==> config.mk <==
export PLATFORM = sky130hd
export DESIGN_NAME = switch_reset_seq
export DESIGN_NICKNAME = d
export VERILOG_FILES = /design/src/rtl/swrst_pkg.sv /design/src/rtl/swrst_ctrl.sv /design/src/rtl/swrst_path.sv /design/src/rtl/switch_reset_seq.sv
export SDC_FILE = /design/constraint.sdc
export NUM_CORES = 1
export LEC_CHECK = 0
export ABC_AREA = 1
export BUFFER_PORTS_ARGS = -buffer_cell sky130_fd_sc_hd__buf_2
export CORE_MARGIN = 2
export CORE_UTILIZATION = 50
export DETAILED_ROUTE_END_ITERATION = 8
export GPL_TIMING_DRIVEN = 0
export MAX_ROUTING_LAYER = met4
export PLACE_DENSITY = 0.68
export SLEW_MARGIN = 25
export SYNTH_ARGS = -nofsm -noshare
export SYNTH_HDL_FRONTEND = slang
export SYNTH_HIERARCHICAL = 1
export SYNTH_SLANG_ARGS = --single-unit
==> constraint.sdc <==
create_clock -name clk -period 2.04 [get_ports clk]
set_input_delay 0.408 -clock clk [delete_from_list [all_inputs] [get_ports clk]]
set_output_delay 0.408 -clock clk [all_outputs]
set_load 0.02 [all_outputs]
==> src/rtl/swrst_pkg.sv <==
package swrst_pkg;

  typedef enum logic [2:0] {
    ST_IDLE,
    ST_HI1,
    ST_LOW,
    ST_HI2,
    ST_DONE
  } seqState_t;

  // Strobes from the control FSM to the timing/pin datapath
  typedef struct packed {
    logic enterHi1;
    logic enterLow;
    logic enterHi2;
    logic strapOn;
    logic finish;
    logic bypassDone;
  } seqStrobe_t;

endpackage

==> src/rtl/swrst_ctrl.sv <==
module swrst_ctrl
  import swrst_pkg::*;
(
  input  logic       clk,
  input  logic       rstN,
  input  logic       start,
  input  logic       bypass,
  input  logic       cntZero,
  input  logic       strapPoint,
  output seqStrobe_t strb
);

  seqState_t state, nxtState;

  always_ff @(posedge clk or negedge rstN) begin
    if (!rstN) state <= ST_IDLE;
    else       state <= nxtState;
  end

  always_comb begin
    strb     = '0;
    nxtState = state;
    unique case (state)
      ST_IDLE: begin
        if (start) begin
          if (bypass) begin
            strb.bypassDone = 1'b1;
            nxtState        = ST_DONE;
          end else begin
            strb.enterHi1 = 1'b1;
            nxtState      = ST_HI1;
          end
        end
      end
      ST_HI1: begin
        if (cntZero) begin
          strb.enterLow = 1'b1;
          nxtState      = ST_LOW;
        end
      end
      ST_LOW: begin
        if (strapPoint) strb.strapOn = 1'b1;
        if (cntZero) begin
          strb.enterHi2 = 1'b1;
          nxtState      = ST_HI2;
        end
      end
      ST_HI2: begin
        if (cntZero) begin
          strb.finish = 1'b1;
          nxtState    = ST_DONE;
        end
      end
      ST_DONE: nxtState = ST_IDLE;
      default: nxtState = ST_IDLE;
    endcase
  end

endmodule

==> src/rtl/swrst_path.sv <==
module swrst_path
  import swrst_pkg::*;
#(
  parameter int HI1_CYC        = 1_000_000,
  parameter int LOW_CYC        = 5_000_000,
  parameter int HI2_CYC        = 1_500_000,
  parameter int STRAP_LEAD_CYC = 2_500_000
) (
  input  logic       clk,
  input  logic       rstN,
  input  seqStrobe_t strb,
  output logic       cntZero,
  output logic       strapPoint,
  output logic       rcOut,
  output logic       rcOe,
  output logic       csOut,
  output logic       csOe,
  output logic       sclkOut,
  output logic       sclkOe,
  output logic       sdatOut,
  output logic       sdatOe,
  output logic       done
);

  localparam int MAX_A   = (HI1_CYC > HI2_CYC) ? HI1_CYC : HI2_CYC;
  localparam int MAX_CYC = (MAX_A > LOW_CYC) ? MAX_A : LOW_CYC;
  localparam int CNT_W   = $clog2(MAX_CYC + 1);

  localparam logic [CNT_W-1:0] HI1_LD   = CNT_W'(HI1_CYC - 1);
  localparam logic [CNT_W-1:0] LOW_LD   = CNT_W'(LOW_CYC - 1);
  localparam logic [CNT_W-1:0] HI2_LD   = CNT_W'(HI2_CYC - 1);
  localparam logic [CNT_W-1:0] STRAP_AT = CNT_W'(STRAP_LEAD_CYC);

  logic [CNT_W-1:0] phaseCnt;

  // Shared down-counter: reloaded on each phase entry
  always_ff @(posedge clk or negedge rstN) begin
    if (!rstN)                  phaseCnt <= '0;
    else if (strb.enterHi1)     phaseCnt <= HI1_LD;
    else if (strb.enterLow)     phaseCnt <= LOW_LD;
    else if (strb.enterHi2)     phaseCnt <= HI2_LD;
    else if (phaseCnt != '0)    phaseCnt <= phaseCnt - 1'b1;
  end

  assign cntZero    = (phaseCnt == '0);
  assign strapPoint = (phaseCnt == STRAP_AT);

  // Reset-control pin
  always_ff @(posedge clk or negedge rstN) begin
    if (!rstN) begin
      rcOe  <= 1'b0;
      rcOut <= 1'b0;
    end else if (strb.enterHi1) begin
      rcOe  <= 1'b1;
      rcOut <= 1'b1;
    end else if (strb.enterLow) begin
      rcOut <= 1'b0;
    end else if (strb.enterHi2) begin
      rcOut <= 1'b1;
    end
  end

  // Chip select held deasserted while the device is being reset
  always_ff @(posedge clk or negedge rstN) begin
    if (!rstN) begin
      csOe  <= 1'b0;
      csOut <= 1'b0;
    end else if (strb.enterHi1) begin
      csOe  <= 1'b1;
      csOut <= 1'b0;
    end else if (strb.finish) begin
      csOe  <= 1'b0;
      csOut <= 1'b0;
    end
  end

  // Strap presets on serial clock and data
  always_ff @(posedge clk or negedge rstN) begin
    if (!rstN) begin
      sclkOe  <= 1'b0;
      sclkOut <= 1'b0;
      sdatOe  <= 1'b0;
      sdatOut <= 1'b0;
    end else if (strb.strapOn) begin
      sclkOe  <= 1'b1;
      sclkOut <= 1'b1;
      sdatOe  <= 1'b1;
      sdatOut <= 1'b0;
    end else if (strb.finish) begin
      sclkOe  <= 1'b0;
      sclkOut <= 1'b0;
      sdatOe  <= 1'b0;
      sdatOut <= 1'b0;
    end
  end

  always_ff @(posedge clk or negedge rstN) begin
    if (!rstN) done <= 1'b0;
    else       done <= strb.finish | strb.bypassDone;
  end

endmodule

==> src/rtl/switch_reset_seq.sv <==
module switch_reset_seq
  import swrst_pkg::*;
#(
  parameter int HI1_CYC        = 1_000_000,
  parameter int LOW_CYC        = 5_000_000,
  parameter int HI2_CYC        = 1_500_000,
  parameter int STRAP_LEAD_CYC = 2_500_000   // 1 <= value < LOW_CYC
) (
  input  logic clk,
  input  logic rstN,
  input  logic start,
  input  logic bypass,
  output logic rcOut,
  output logic rcOe,
  output logic csOut,
  output logic csOe,
  output logic sclkOut,
  output logic sclkOe,
  output logic sdatOut,
  output logic sdatOe,
  output logic done
);

  seqStrobe_t strb;
  logic       cntZero;
  logic       strapPoint;

  swrst_ctrl u_ctrl (
    .clk        (clk),
    .rstN       (rstN),
    .start      (start),
    .bypass     (bypass),
    .cntZero    (cntZero),
    .strapPoint (strapPoint),
    .strb       (strb)
  );

  swrst_path #(
    .HI1_CYC        (HI1_CYC),
    .LOW_CYC        (LOW_CYC),
    .HI2_CYC        (HI2_CYC),
    .STRAP_LEAD_CYC (STRAP_LEAD_CYC)
  ) u_path (
    .clk        (clk),
    .rstN       (rstN),
    .strb       (strb),
    .cntZero    (cntZero),
    .strapPoint (strapPoint),
    .rcOut      (rcOut),
    .rcOe       (rcOe),
    .csOut      (csOut),
    .csOe       (csOe),
    .sclkOut    (sclkOut),
    .sclkOe     (sclkOe),
    .sdatOut    (sdatOut),
    .sdatOe     (sdatOe),
    .done       (done)
  );

endmodule

# Yosys cells after proc, flatten, opt, wreduce, memory -nomap -nowiden
# Index checks and enable logic that the tools add are counted.
[totals]
out_inout_bits = 9
inputBits = 4
wordCells = 56
regBits = 33
[classes]
n_bitwise = 1
eq_ne = 8
n_mux = 29
n_reduce_logical = 8
add_sub_neg = 1
[ops]
columns = ["op", "n"]
rows = [
  ["$mux W23", 4],
  ["$eq A23 B22 Y1 const B", 1],
  ["$logic_not A23 Y1", 1],
  ["$reduce_bool A23 Y1", 1],
  ["$sub A23 B1 Y23 const B", 1],
  ["$mux W1", 18],
  ["$mux W3", 5],
  ["$pmux W3 S4", 1],
  ["$ne A2 B2 Y1 const B", 4],
  ["$eq A3 B2 Y1 const B", 2],
  ["$reduce_and A4 Y1", 1],
  ["$reduce_bool A2 Y1", 2],
  ["$reduce_bool A4 Y1", 1],
  ["$eq A3 B1 Y1 const B", 1],
  ["$logic_not A3 Y1", 1],
  ["$reduce_bool A3 Y1", 1],
  ["$mux W2", 1],
  ["$or A1 B1 Y1", 1],
]

# Longest topological paths before layout
# Gate-level depths: netlist of run 1.
[depth]
depth_word = 6
ltp_mapped = 14
mapped_depth_nobuf = 14

# Cells and area by module
# Netlist of run 1, hierarchy kept.
[modules_own_cells]
columns = ["mod", "area_each_um2", "cells_each", "instances", "seq_area_each_um2"]
rows = [
  ["swrst_path", 1875.5, 239, 1, 700.7],
  ["swrst_ctrl", 232.7, 40, 1, 75.1],
]

# Least setup slack after synthesis of run 1
# Ideal clock, no wire load.
[synth_path]
path_type = "register to register"
startpoint = "register u_path.phaseCnt[0]"
endpoint = "register u_path.phaseCnt[5]"
synth_period_minus_slack_ns = 2.153
setup_slack_ns = -0.113
n_path_buf = 1
required_time_ns = 1.919
t_arrival_ns = 2.032
path_stages_with_launch = 13
setup_time_ns = 0.121
cell_sequence = "dfrtp_1 -> inv_1 -> ha_1 -> nand2_2 -> nor2_4 -> nand3_4 -> inv_4 -> inv_1 -> nor2_1 -> clkbuf_1 -> inv_1 -> a41oi_1 -> inv_1"
[synth_rtl]
columns = ["element", "line", "source"]
rows = [
  ["start, declared", "swrst_path.sv:34", "logic [CNT_W-1:0] phaseCnt;"],
  ["start signal, assigned", "swrst_path.sv:42", "else if (phaseCnt != '0) phaseCnt <= phaseCnt - 1'b1;"],
]

==> results of run 1 <==
[worst max path at each step]
stage	startpoint	depth (start not counted)	to	slack (ps)
6_report	u_path/phaseCnt[9]	14	u_path/phaseCnt[15]	60
5_1_grt	u_path/phaseCnt[17]	14	u_path/phaseCnt[15]	-40
4_1_cts	u_path/phaseCnt[0]	14	u_path/phaseCnt[6]	5
3_5_place_dp	u_path/phaseCnt[0]	14	u_path/phaseCnt[2]	-400
3_3_place_gp	u_path/phaseCnt[0]	14	u_path/phaseCnt[2]	-400
2_1_floorplan	u_path/phaseCnt[0]	14	u_path/phaseCnt[4]	20
[final cells by class]
class	count	area share
flip-flops and latches	31	0.296
inverters	45	0.0709
repair buffers	30	0.0803
clock inverters	3	0.0255
well taps	50	0.0236
clock buffers	5	0.0260
multi-input cells	199	0.461
plain buffers	5	0.0170
[timing repair]
| action | 4_1_cts | 5_1_grt |
|---|---|---|
| pin swaps | 4 | 12 |
| resized for setup | 16 | 21 |
| setup buffers | 12 | 8 |
| setup endpoints to repair | 23 | 19 |
[kinds of logic after synthesis]
family                     Yosys count
adders and majority gates            2
and+or+nand+nor                    167
other                                1
AOI/OAI and AO/OA                   26
buffers and inverters               50
DFF                                 31
xor gates and xnor gates             2
[per-layer routing]
layer  track usage  share of wire  vias up
met4         0.103          0.022        0
met5             -              0        -
met2         0.411           0.48       54
li1              -              -      961
met1         0.329           0.44      909
met3        0.0568          0.055        8
[per-stage QoR]
| stage | hold WS, ps | instance area (µm²) | utilization |
|---|---|---|---|
| 2_1_floorplan | 112 | 2120 | - |
| 3_3_place_gp | 445 | 2230 | 0.553 |
| 3_5_place_dp | 448 | 2230 | 0.553 |
| 4_1_cts | 192 | 2520 | 0.626 |
| 5_1_grt | 224 | 2650 | 0.657 |
| 6_report | 163 | 2650 | 0.657 |
[worst register-to-register path: stages (launching register included)]
cell	delay (ps)
sky130_fd_sc_hd__dfrtp_2	440
sky130_fd_sc_hd__nor2_4	140
sky130_fd_sc_hd__nand2_2	110
sky130_fd_sc_hd__nor2_8	160
sky130_fd_sc_hd__nand3_4	110
sky130_fd_sc_hd__clkinv_4	70
sky130_fd_sc_hd__inv_4	50
sky130_fd_sc_hd__nor2_4	140
sky130_fd_sc_hd__clkinv_4	80
sky130_fd_sc_hd__nand2_4	80
sky130_fd_sc_hd__nor2_4	40
sky130_fd_sc_hd__buf_12	130
sky130_fd_sc_hd__nand2_8	110
sky130_fd_sc_hd__nand3_4	130
sky130_fd_sc_hd__a21oi_2	120
[Yosys cell counts, drive strengths merged]
cell | instances | share of area
or2 | 2 | 0.0059
nand2 | 58 | 0.12
a21oi | 11 | 0.028
nor3b | 3 | 0.016
nor4 | 1 | 0.0030
o21a | 1 | 0.0036
o211ai | 3 | 0.013
clkbuf | 1 | 0.0018
xnor2 | 1 | 0.0042
a41oi | 1 | 0.0042
ha | 2 | 0.012
nand4 | 8 | 0.027
conb | 1 | 0.0018
dfrtp | 31 | 0.37
buf | 4 | 0.014
nand3 | 31 | 0.094
o21bai | 2 | 0.0071
o21ai | 8 | 0.019
xor2 | 1 | 0.0042
nor3 | 7 | 0.019
inv | 45 | 0.081
nor2 | 57 | 0.15
[state kept, by name (all words and copies together) (netlist names)]
| signal | cells |
|---|---|
| u_path/phaseCnt | 23 |
| u_ctrl/state | 3 |
| u_path/csOe | 1 |
| u_path/done | 1 |
| u_path/rcOe | 1 |
| u_path/rcOut | 1 |
| u_path/sdatOe | 1 |
[power by group]
part | leakage, nW | switching [mW] | internal (mW) | total, mW
clock | 0.0644 | 0.252 | 0.487 | 0.739
sequential | 0.356 | 0.0858 | 0.687 | 0.773
combinational | 0.789 | 0.339 | 0.232 | 0.571
==> reports/metrics.csv, run 1 <==
stage;metric;value;unit
clock_tree;clock tree from TritonCTS;done;
clock_tree;clock root buffer;sky130_fd_sc_hd__clkbuf_8;
global_routing;wire length of the first global-routing pass;8.48;mm
clock_tree;number of buffers on the longest clock path;2;
global_routing;GRT Residual Overflow;0;
timing;final worst slack;61.8;ps
clock_tree;H-tree Lvls;2;
synthesis;number of register bits inferred by synthesis;31;
detailed_routing;Routed WL per cell;14.4;µm
cells_and_area;diode insertion count for antenna repair;0;
run_status;status;finished clean;
detailed_routing;Via-to-Cell Ratio;5.25;
power_and_ir_drop;power density relative to cell area;787;nW/µm²
setup_path;critical path startpoint category;register;
cells_and_area;fill count;354;
timing;minimum clock period;1980;ps
setup_path;CP required;2260;ps
flow_run;number of max-cap violations;0;
timing;TNS Setup;0;ps
floorplan;full die area;4750;µm²
cells_and_area;area of the multi-input gates;1220;µm²
timing;transition at the pin with the smallest max-transition slack;696;ps
clock_tree;clk slew on worst S/H paths;80;ps
power_and_ir_drop;Total Power;2.08;mW
synthesis;Syn. warnings;6;
setup_path;worst path bufs/invs;4;
floorplan;Chip Height;68.9;µm
synthesis;share of synthesized cell area in full adder, half adder and majority cells;0.0119;
floorplan;Initial Utilization;0.523;
placed_design;total instance count after detailed placement;340;
placed_design;I/O Buffers;10;
power_and_ir_drop;total leakage power;1.21;nW
setup_path;Most Frequent Cell on Critical Path;sky130_fd_sc_hd__nor2_4;
global_routing;GR Util All Layers;0.261;
timing;total count of hold-check failures in the final report;0;
clock_tree;Post-CTS Hold Fix Bufs;0;
detailed_routing;drc violations;0;
clock_tree;clk_lat worst skew;290;ps
cells_and_area;most frequent standard cell in the layout excluding fill and tap cells;sky130_fd_sc_hd__nand2_1;
clock_tree;clock sinks;31;
power_and_ir_drop;IR Drop Worst-Case VDD;0.633;mV
cells_and_area;area overhead of the layout relative to synthesis;25.6;%
setup_path;kind of cell adding the most delay to the critical path;simple AND/OR/NAND/NOR gates;
timing;fraction of the cycle the final worst path needs;0.970;
detailed_routing;number of detailed-route iterations in the first pass;4;
synthesis;distinct cell type count of the synthesized netlist;38;
timing;Worst Clk Skew;7.56;ps
min_path;type of the most critical hold path;in -> async;
placed_design;gpl congestion;0.953;
synthesis;post-synthesis average cell area;7.56;µm²
detailed_routing;via count;1932;
synthesis;Mapped Cells;279;
synthesis;proportion of synthesized area in mux cells;0;
synthesis;part of the Yosys area used for sequential elements;0.368;
setup_path;crit-path cells;nor2_4, nand2_2, nor2_8, nand3_4, clkinv_4, inv_4, nor2_4, clkinv_4, nand2_4, nor2_4, buf_12, nand2_8, nand3_4, a21oi_2;
setup_path;highest cell delay on the worst timing path;440;ps
global_routing;pin count of the biggest net entering global routing;32;
timing;max-slew violation count;0;
placed_design;dpl ws;-404;ps
floorplan;area of the core;4030;µm²
synthesis;combinational family with the most area after synthesis;simple AND/OR/NAND/NOR gates;
cells_and_area;register area;783;µm²
setup_path;critical path capture point type;register;
cells_and_area;Final Instance Count excl. Fillers;368;
synthesis;post-synthesis xor/xnor area fraction;0.00831;
global_routing;antenna violations before repair;0;
setup_path;R2R Path End;u_path/phaseCnt[15];
detailed_routing;remaining number of nets flagged by the antenna check after routing;0;
timing;relative slew slack;0.536;
setup_path;largest fanout on the critical path;6;
timing;maximum operating frequency;506;MHz
setup_path;cell with the largest stage delay on the worst path;sky130_fd_sc_hd__dfrtp_2;
synthesis;fraction of the mapped netlist area in compound gates;0.0748;
setup_path;arrival time of data at the critical path endpoint;2200;ps
setup_path;length in cells of the worst reg-to-reg path;14;
clock_tree;clock buffer count from CTS;5;
synthesis;simple logic cell fraction of the synthesized area;0.438;
synthesis;post-synthesis instance area;2110;µm²
cells_and_area;top library cells by usage in the layout, fill and taps aside;sky130_fd_sc_hd__nand2_1, sky130_fd_sc_hd__inv_1, sky130_fd_sc_hd__nor2_1;
setup_path;Worst Setup Path Type;reg -> reg;
detailed_routing;total wire length;5.30;mm
setup_path;launch instance of the worst register-to-register path;u_path/phaseCnt[9];
cells_and_area;fraction of layout instances using a drive strength above 1;0.352;
setup_path;slack of the worst reg-to-reg path;60;ps
floorplan;Die W;68.9;µm
cells_and_area;Post-layout nets;323;
floorplan;num ports;13;
global_routing;number of global-route vias before repair;1772;
floorplan;Cell Rows;23;
timing;setup violators final;0;
placed_design;detailed-placement wirelength estimate;3.65;mm
detailed_routing;Iteration-0 DRC Markers;197;
Note: power is estimated with default switching activity, not from simulation.
==> run 2: changes to the inputs <==
Settings changed: PLACE_DENSITY 0.68 to 0.66.
Clock period 2.04 ns to 2 ns, I/O delays scaled along.
==> run 2 against run 1 <==
Critical path depth down 2. Hold slack worse by 11 ps. Non-clock buffer count up 1. Setup slack worse by 3.9 ps. Critical endpoint is now u_path/phaseCnt[12]. Largest power group unchanged.
==> reports/metrics.csv, run 2 (synthesis gave the netlist of run 1 again) <==
stage;metric;value;unit;change
power_and_ir_drop;IR Drop Worst-Case VDD;0.447;mV;-29%
detailed_routing;Routed WL per cell;14.1;µm;-2.1%
clock_tree;clock root buffer;sky130_fd_sc_hd__clkbuf_8;;
timing;fraction of the cycle the final worst path needs;0.971;;+0.00136
timing;Hold WS;152;ps;-11.3 ps
placed_design;detailed-placement wirelength estimate;3.68;mm;+0.95%
cells_and_area;top library cells by usage in the layout, fill and taps aside;sky130_fd_sc_hd__nand2_1, sky130_fd_sc_hd__inv_1, sky130_fd_sc_hd__nor2_1, sky130_fd_sc_hd__dfrtp_1, sky130_fd_sc_hd__nand3_1;;
detailed_routing;total wire length;5.20;mm;-1.8%
clock_tree;clock buffer count from CTS;5;;unchanged
global_routing;GRT Residual Overflow;0;;unchanged
clock_tree;clock sinks;31;;unchanged
timing;TNS Setup;0;ps;unchanged
floorplan;full die area;4750;µm²;unchanged
detailed_routing;via count;1887;;-2.3%
setup_path;launch instance of the worst register-to-register path;u_path/phaseCnt[8];;
cells_and_area;most frequent standard cell in the layout excluding fill and tap cells;sky130_fd_sc_hd__nand2_1;;
clock_tree;clk_lat worst skew;290;ps;about the same
setup_path;Worst Setup Path Type;reg -> reg;;
cells_and_area;number of flip-flops in the largest register;23;;unchanged
clock_tree;number of buffers on the longest clock path;2;;unchanged
setup_path;arrival time of data at the critical path endpoint;2110;ps;-90 ps
power_and_ir_drop;total leakage power;1.22;nW;+0.78%
clock_tree;Post-CTS Hold Fix Bufs;0;;unchanged
setup_path;critical path capture point type;register;;
setup_path;CP required;2170;ps;-90 ps
placed_design;I/O Buffers;10;;unchanged
setup_path;R2R Path End;u_path/phaseCnt[12];;
global_routing;pin count of the biggest net entering global routing;32;;unchanged
setup_path;critical path startpoint category;register;;
cells_and_area;Final Instance Count excl. Fillers;369;;+0.27%
timing;maximum operating frequency;515;MHz;+1.9%
timing;final worst slack;57.9;ps;-3.94 ps
cells_and_area;register with the most flip-flops;u_path/phaseCnt;;
global_routing;number of global-route vias before repair;1786;;+0.79%
cells_and_area;area overhead of the layout relative to synthesis;25.3;%;
floorplan;Cell Rows;23;;unchanged
placed_design;total instance count after detailed placement;340;;unchanged
detailed_routing;Via-to-Cell Ratio;5.11;;-2.6%
global_routing;GR Util All Layers;0.253;;-0.00880
setup_path;largest fanout on the critical path;6;;unchanged
flow_run;number of max-cap violations;0;;unchanged
placed_design;gpl congestion;0.956;;+0.29%
detailed_routing;drc violations;0;;unchanged
timing;setup violators final;0;;unchanged
min_path;type of the most critical hold path;in -> async;;
setup_path;length in cells of the worst reg-to-reg path;12;;-2
timing;total count of hold-check failures in the final report;0;;unchanged
setup_path;slack of the worst reg-to-reg path;60;ps;about the same
run_status;status;finished clean;;
timing;transition at the pin with the smallest max-transition slack;703;ps;+7.17 ps
timing;minimum clock period;1940;ps;-36.1 ps
cells_and_area;Post-layout nets;324;;+0.31%
power_and_ir_drop;Total Power;2.13;mW;+2.2%
floorplan;area of the core;4030;µm²;unchanged
cells_and_area;diode insertion count for antenna repair;0;;unchanged
detailed_routing;Iteration-0 DRC Markers;128;;-35%
cells_and_area;registers with the highest flip-flop counts;u_path/phaseCnt (23), u_ctrl/state (3);;
detailed_routing;number of detailed-route iterations in the first pass;4;;unchanged
global_routing;wire length of the first global-routing pass;8.37;mm;-1.3%
detailed_routing;remaining number of nets flagged by the antenna check after routing;0;;unchanged
power_and_ir_drop;power density relative to cell area;806;nW/µm²;+2.4%
timing;relative slew slack;0.531;;-0.00478
timing;Worst Clk Skew;3.22;ps;-4.34 ps
clock_tree;clock tree from TritonCTS;done;;
floorplan;Chip Height;68.9;µm;unchanged
placed_design;dpl ws;-431;ps;-27.0 ps
floorplan;Die W;68.9;µm;unchanged
clock_tree;clk slew on worst S/H paths;70;ps;about the same
cells_and_area;fraction of layout instances using a drive strength above 1;0.351;;-0.00110
timing;max-slew violation count;0;;unchanged
global_routing;antenna violations before repair;0;;unchanged
floorplan;Initial Utilization;0.523;;unchanged
floorplan;num ports;13;;unchanged
clock_tree;H-tree Lvls;2;;unchanged
[run 2: through the flow]
step / utilization / cell area [µm²]
final: 0.656 / 2640
after global placement: 0.554 / 2230
after CTS: 0.619 / 2490
after floorplan: - / 2120
after global routing: 0.656 / 2640
after detailed placement: 0.554 / 2230
[run 2: layout make-up]
| type | instances | area (µm²) |
|---|---|---|
| Fill cell | 360 | 1390 |
| Buffer | 5 | 45.0 |
| Multi-Input combinational cell | 199 | 1210 |
| Tap cell | 50 | 62.6 |
| Clock buffer | 5 | 68.8 |
| Inverter | 45 | 188 |
| Clock inverter | 3 | 67.6 |
| Timing Repair Buffer | 31 | 224 |
| Sequential cell | 31 | 779 |
[run 2: how the worst max path moves through the flow]
stage / startpoint / endpoint / slack, ps / cells past startpoint
after floorplan: u_path/phaseCnt[0] / u_path/phaseCnt[2] / 9 / 14
after global placement: u_path/phaseCnt[0] / u_path/phaseCnt[14] / -450 / 14
after detailed placement: u_path/phaseCnt[0] / u_path/phaseCnt[2] / -430 / 14
after CTS: u_path/phaseCnt[9] / u_path/phaseCnt[5] / -8 / 11
after global routing: u_path/phaseCnt[17] / u_path/phaseCnt[17] / -40 / 12
final: u_path/phaseCnt[8] / u_path/phaseCnt[12] / 60 / 12
[run 2: critical path, cell delays in order (launching register included)]
cell	delay (ps)
sky130_fd_sc_hd__dfrtp_1	430
sky130_fd_sc_hd__nor2_2	180
sky130_fd_sc_hd__nand2_2	120
sky130_fd_sc_hd__nor2_8	150
sky130_fd_sc_hd__nand3_4	100
sky130_fd_sc_hd__clkinv_4	80
sky130_fd_sc_hd__inv_6	40
sky130_fd_sc_hd__nor2_4	110
sky130_fd_sc_hd__buf_8	140
sky130_fd_sc_hd__clkinvlp_4	160
sky130_fd_sc_hd__buf_6	170
sky130_fd_sc_hd__nand4_1	90
sky130_fd_sc_hd__nor3_1	50
[run 2: report_power, final]
group / switching [mW] / internal [mW]
clock: 0.259 / 0.497
sequential: 0.0889 / 0.700
combinational: 0.339 / 0.244
[run 2: timing repair]
item | in CTS | in global routing
setup buffers | 8 | 13
pin swaps | 3 | 8
setup endpoints to repair | 23 | 17
resized for setup | 15 | 16
hold endpoints to repair | 0 | 0
[run 2: metal layers]
layer | wire (µm) | vias to the layer above | global-route usage
met5 | 0 | - | -
met4 | 97 | 0 | 0.105
met3 | 195 | 8 | 0.0503
met2 | 2500 | 35 | 0.403
met1 | 2410 | 881 | 0.313
li1 | - | 963 | -
==> run 3: changes to the inputs <==
Settings changed: ABC_AREA 1 to default.
==> run 3 against run 2 <==
Clock power shrank 45%. Core utilization grew 7.7 points. Sequential power is 11% higher. Synthesized cell count fell by 34%. The run now ends with setup timing left. Largest power group unchanged.
==> reports/metrics.csv, run 3 <==
stage;metric;value;unit;change
setup_path;worst path bufs/invs;3;;-2
clock_tree;clock tree from TritonCTS;done;;
global_routing;wire length of the first global-routing pass;7.84;mm;-6.3%
global_routing;antenna violations before repair;0;;unchanged
detailed_routing;via count;1647;;-13%
run_status;violations in the final reports;setup timing;;
synthesis;post-synthesis average cell area;9.83;µm²;+30%
cells_and_area;top library cells by usage in the layout, fill and taps aside;sky130_fd_sc_hd__dfrtp_1, sky130_fd_sc_hd__buf_4, sky130_fd_sc_hd__xnor2_1;;
global_routing;pin count of the biggest net entering global routing;32;;unchanged
setup_path;Most Frequent Cell on Critical Path;sky130_fd_sc_hd__nor4b_4;;
setup_path;Worst Setup Path Type;reg -> reg;;
synthesis;leading post-synthesis cells by cell area;sky130_fd_sc_hd__dfrtp_1, sky130_fd_sc_hd__xnor2_1, sky130_fd_sc_hd__nand2_1;;
setup_path;crit-path cells;inv_2, ha_4, nor4b_4, nor4b_4, and3_4, buf_12, nor4bb_4, buf_4, or3_4, nor2_1, a41o_1;;
setup_path;critical path startpoint category;register;;
detailed_routing;Iteration-0 DRC Markers;84;;-34%
global_routing;GRT Residual Overflow;0;;unchanged
timing;unrepaired setup endpoints after global routing;yes;;
synthesis;distinct cell type count of the synthesized netlist;52;;+37%
synthesis;top cells by instance count after synthesis;sky130_fd_sc_hd__dfrtp_1, sky130_fd_sc_hd__xnor2_1, sky130_fd_sc_hd__nand2_1, sky130_fd_sc_hd__nor2_1;;
cells_and_area;diode insertion count for antenna repair;0;;unchanged
synthesis;Mapped Cells;184;;-34%
run_status;status;finished, violations left;;
clock_tree;clock root buffer;sky130_fd_sc_hd__clkbuf_4;;
floorplan;Die W;64.1;µm;-7.0%
floorplan;Chip Height;64.1;µm;-7.0%
setup_path;Critical path origin;u_path/phaseCnt[1];;
synthesis;cell with the most instances after synthesis;sky130_fd_sc_hd__dfrtp_1;;
timing;final worst slack;-360;ps;-418 ps
synthesis;fraction of synthesized cell area taken by the top area cell type;0.429;;+0.0611
clock_tree;clock sinks;31;;unchanged
floorplan;area of the core;3420;µm²;-15%
setup_path;launch instance of the worst register-to-register path;u_path/phaseCnt[1];;
timing;minimum clock period;2360;ps;+418 ps
setup_path;cell with the largest stage delay on the worst path;sky130_fd_sc_hd__dfrtp_1;;
floorplan;full die area;4110;µm²;-13%
timing;fraction of the cycle the final worst path needs;1.18;;+0.209
timing;setup violators final;29;;+29
synthesis;Synth Flop Type;sky130_fd_sc_hd__dfrtp_1;;
timing;relative slew slack;0.536;;+0.00477
setup_path;CP required;2230;ps;+60 ps
synthesis;number of register bits inferred by synthesis;31;;unchanged
synthesis;number of enable-type register cells in the synthesized netlist;0;;unchanged
cells_and_area;number of flip-flops in the largest register;23;;unchanged
setup_path;length in cells of the worst reg-to-reg path;11;;-1
setup_path;arrival time of data at the critical path endpoint;2590;ps;+480 ps
timing;max-slew violation count;0;;unchanged
setup_path;critical path capture point type;register;;
cells_and_area;Post-Layout Inst Area;2500;µm²;-5.3%
clock_tree;clk slew on worst S/H paths;100;ps;+30 ps
cells_and_area;Post-layout nets;237;;-27%
global_routing;GR Util All Layers;0.257;;+0.00481
detailed_routing;remaining number of nets flagged by the antenna check after routing;0;;unchanged
floorplan;Initial Utilization;0.529;;+0.00601
flow_run;number of max-cap violations;0;;unchanged
placed_design;standard cell area after detailed placement;1990;µm²;-11%
clock_tree;clock buffer count from CTS;5;;unchanged
clock_tree;H-tree Lvls;2;;unchanged
power_and_ir_drop;IR Drop Worst-Case VDD;0.363;mV;-19%
timing;total count of hold-check failures in the final report;0;;unchanged
setup_path;largest fanout on the critical path;5;;-1
placed_design;detailed-placement wirelength estimate;2.95;mm;-20%
power_and_ir_drop;power density relative to cell area;722;nW/µm²;-10%
clock_tree;clk_lat worst skew;340;ps;+50 ps
setup_path;kind of cell adding the most delay to the critical path;simple AND/OR/NAND/NOR gates;;
timing;Worst Clk Skew;7.66;ps;+4.44 ps
clock_tree;number of buffers on the longest clock path;2;;unchanged
cells_and_area;fraction of layout instances using a drive strength above 1;0.457;;+0.106
synthesis;area leader, netlist;sky130_fd_sc_hd__dfrtp_1;;
timing;transition at the pin with the smallest max-transition slack;696;ps;-7.16 ps
floorplan;Cell Rows;21;;-8.7%
detailed_routing;Via-to-Cell Ratio;5.92;;+16%
cells_and_area;registers with the highest flip-flop counts;u_path/phaseCnt (23), u_ctrl/state (3);;
setup_path;highest cell delay on the worst timing path;400;ps;-30 ps
placed_design;I/O Buffers;10;;unchanged
detailed_routing;total wire length;4.89;mm;-5.9%
floorplan;num ports;13;;unchanged
synthesis;part of the Yosys area used for sequential elements;0.429;;+0.0611
timing;maximum operating frequency;424;MHz;-18%
min_path;type of the most critical hold path;in -> async;;
synthesis;share of flip-flops with an asynchronous set or reset;1.00;;unchanged
placed_design;gpl congestion;0.930;;-2.7%
cells_and_area;fill count;257;;-29%
cells_and_area;most frequent standard cell in the layout excluding fill and tap cells;sky130_fd_sc_hd__dfrtp_1;;
power_and_ir_drop;total leakage power;1.05;nW;-14%
timing;Hold WS;99.2;ps;-52.8 ps
setup_path;R2R Path End;u_path/phaseCnt[21];;
detailed_routing;number of detailed-route iterations in the first pass;4;;unchanged
setup_path;slack of the worst reg-to-reg path;-360;ps;-420 ps
global_routing;number of global-route vias before repair;1598;;-11%
synthesis;post-synthesis instance area;1810;µm²;-14%
synthesis;Syn. warnings;6;;unchanged
cells_and_area;register with the most flip-flops;u_path/phaseCnt;;
detailed_routing;drc violations;0;;unchanged
detailed_routing;Routed WL per cell;17.6;µm;+25%
cells_and_area;area overhead of the layout relative to synthesis;38.4;%;
-- run 3: cell families after synthesis --
kind of cell / Yosys count / synth area share
adders and majority gates: 2 / 0.0138
AOI/OAI and AO/OA: 38 / 0.157
and+or+nand+nor: 79 / 0.271
other: 1 / 0.00207
xor gates and xnor gates: 16 / 0.0775
DFF: 31 / 0.429
buffers and inverters: 17 / 0.0491
-- run 3: stage by stage --
stage | TNS (ps) | instances | worst slack [ps] | power, mW | util
6_report | -6280 | 278 | -360 | 1.81 | 0.733
5_1_grt | -9680 | 278 | -489 | 1.92 | 0.733
4_1_cts | -5370 | 271 | -384 | 1.74 | 0.685
3_5_place_dp | -19680 | 241 | -941 | 1.23 | 0.581
3_3_place_gp | -18620 | 241 | -897 | 1.21 | 0.581
2_1_floorplan | -9020 | 185 | -549 | 1.13 | -
-- run 3: what timing repair did --
item | CTS | global route
resized for setup | 22 | 31
hold buffers | 0 | 0
endpoints found under the setup margin | 30 | 29
pin swaps | 7 | 9
setup buffers | 24 | 9
-- run 3: how the worst max path moves through the flow --
stage                           to  slack (ps)  cells past startpoint
2_1_floorplan  u_path/phaseCnt[21]        -550                     12
3_3_place_gp   u_path/phaseCnt[21]        -900                     12
3_5_place_dp    u_path/phaseCnt[5]        -940                     11
4_1_cts        u_path/phaseCnt[21]        -380                     12
5_1_grt         u_path/phaseCnt[5]        -490                     12
6_report       u_path/phaseCnt[21]        -360                     11
-- run 3: final cells by class --
class / count / area (µm²) / area share
Inverter: 5 / 18.8 / 0.00750
Timing Repair Buffer: 41 / 333 / 0.133
Tap cell: 46 / 57.6 / 0.0230
Multi-Input combinational cell: 137 / 1150 / 0.461
Buffer: 10 / 96.3 / 0.0385
Sequential cell: 31 / 776 / 0.310
Clock buffer: 8 / 68.8 / 0.0275
-- run 3: report_power, final --
group          internal (mW)  total [mW]  switching [mW]
clock                  0.207       0.414           0.208
combinational          0.271       0.520           0.249
sequential             0.716       0.872           0.156
total                   1.19        1.81           0.613
-- run 3: per-layer routing --
| layer | wire, µm | track usage |
|---|---|---|
| met3 | 217 | 0.0599 |
| met4 | 71 | 0.0824 |
| met2 | 2480 | 0.391 |
| met1 | 2120 | 0.344 |
| met5 | 0 | - |
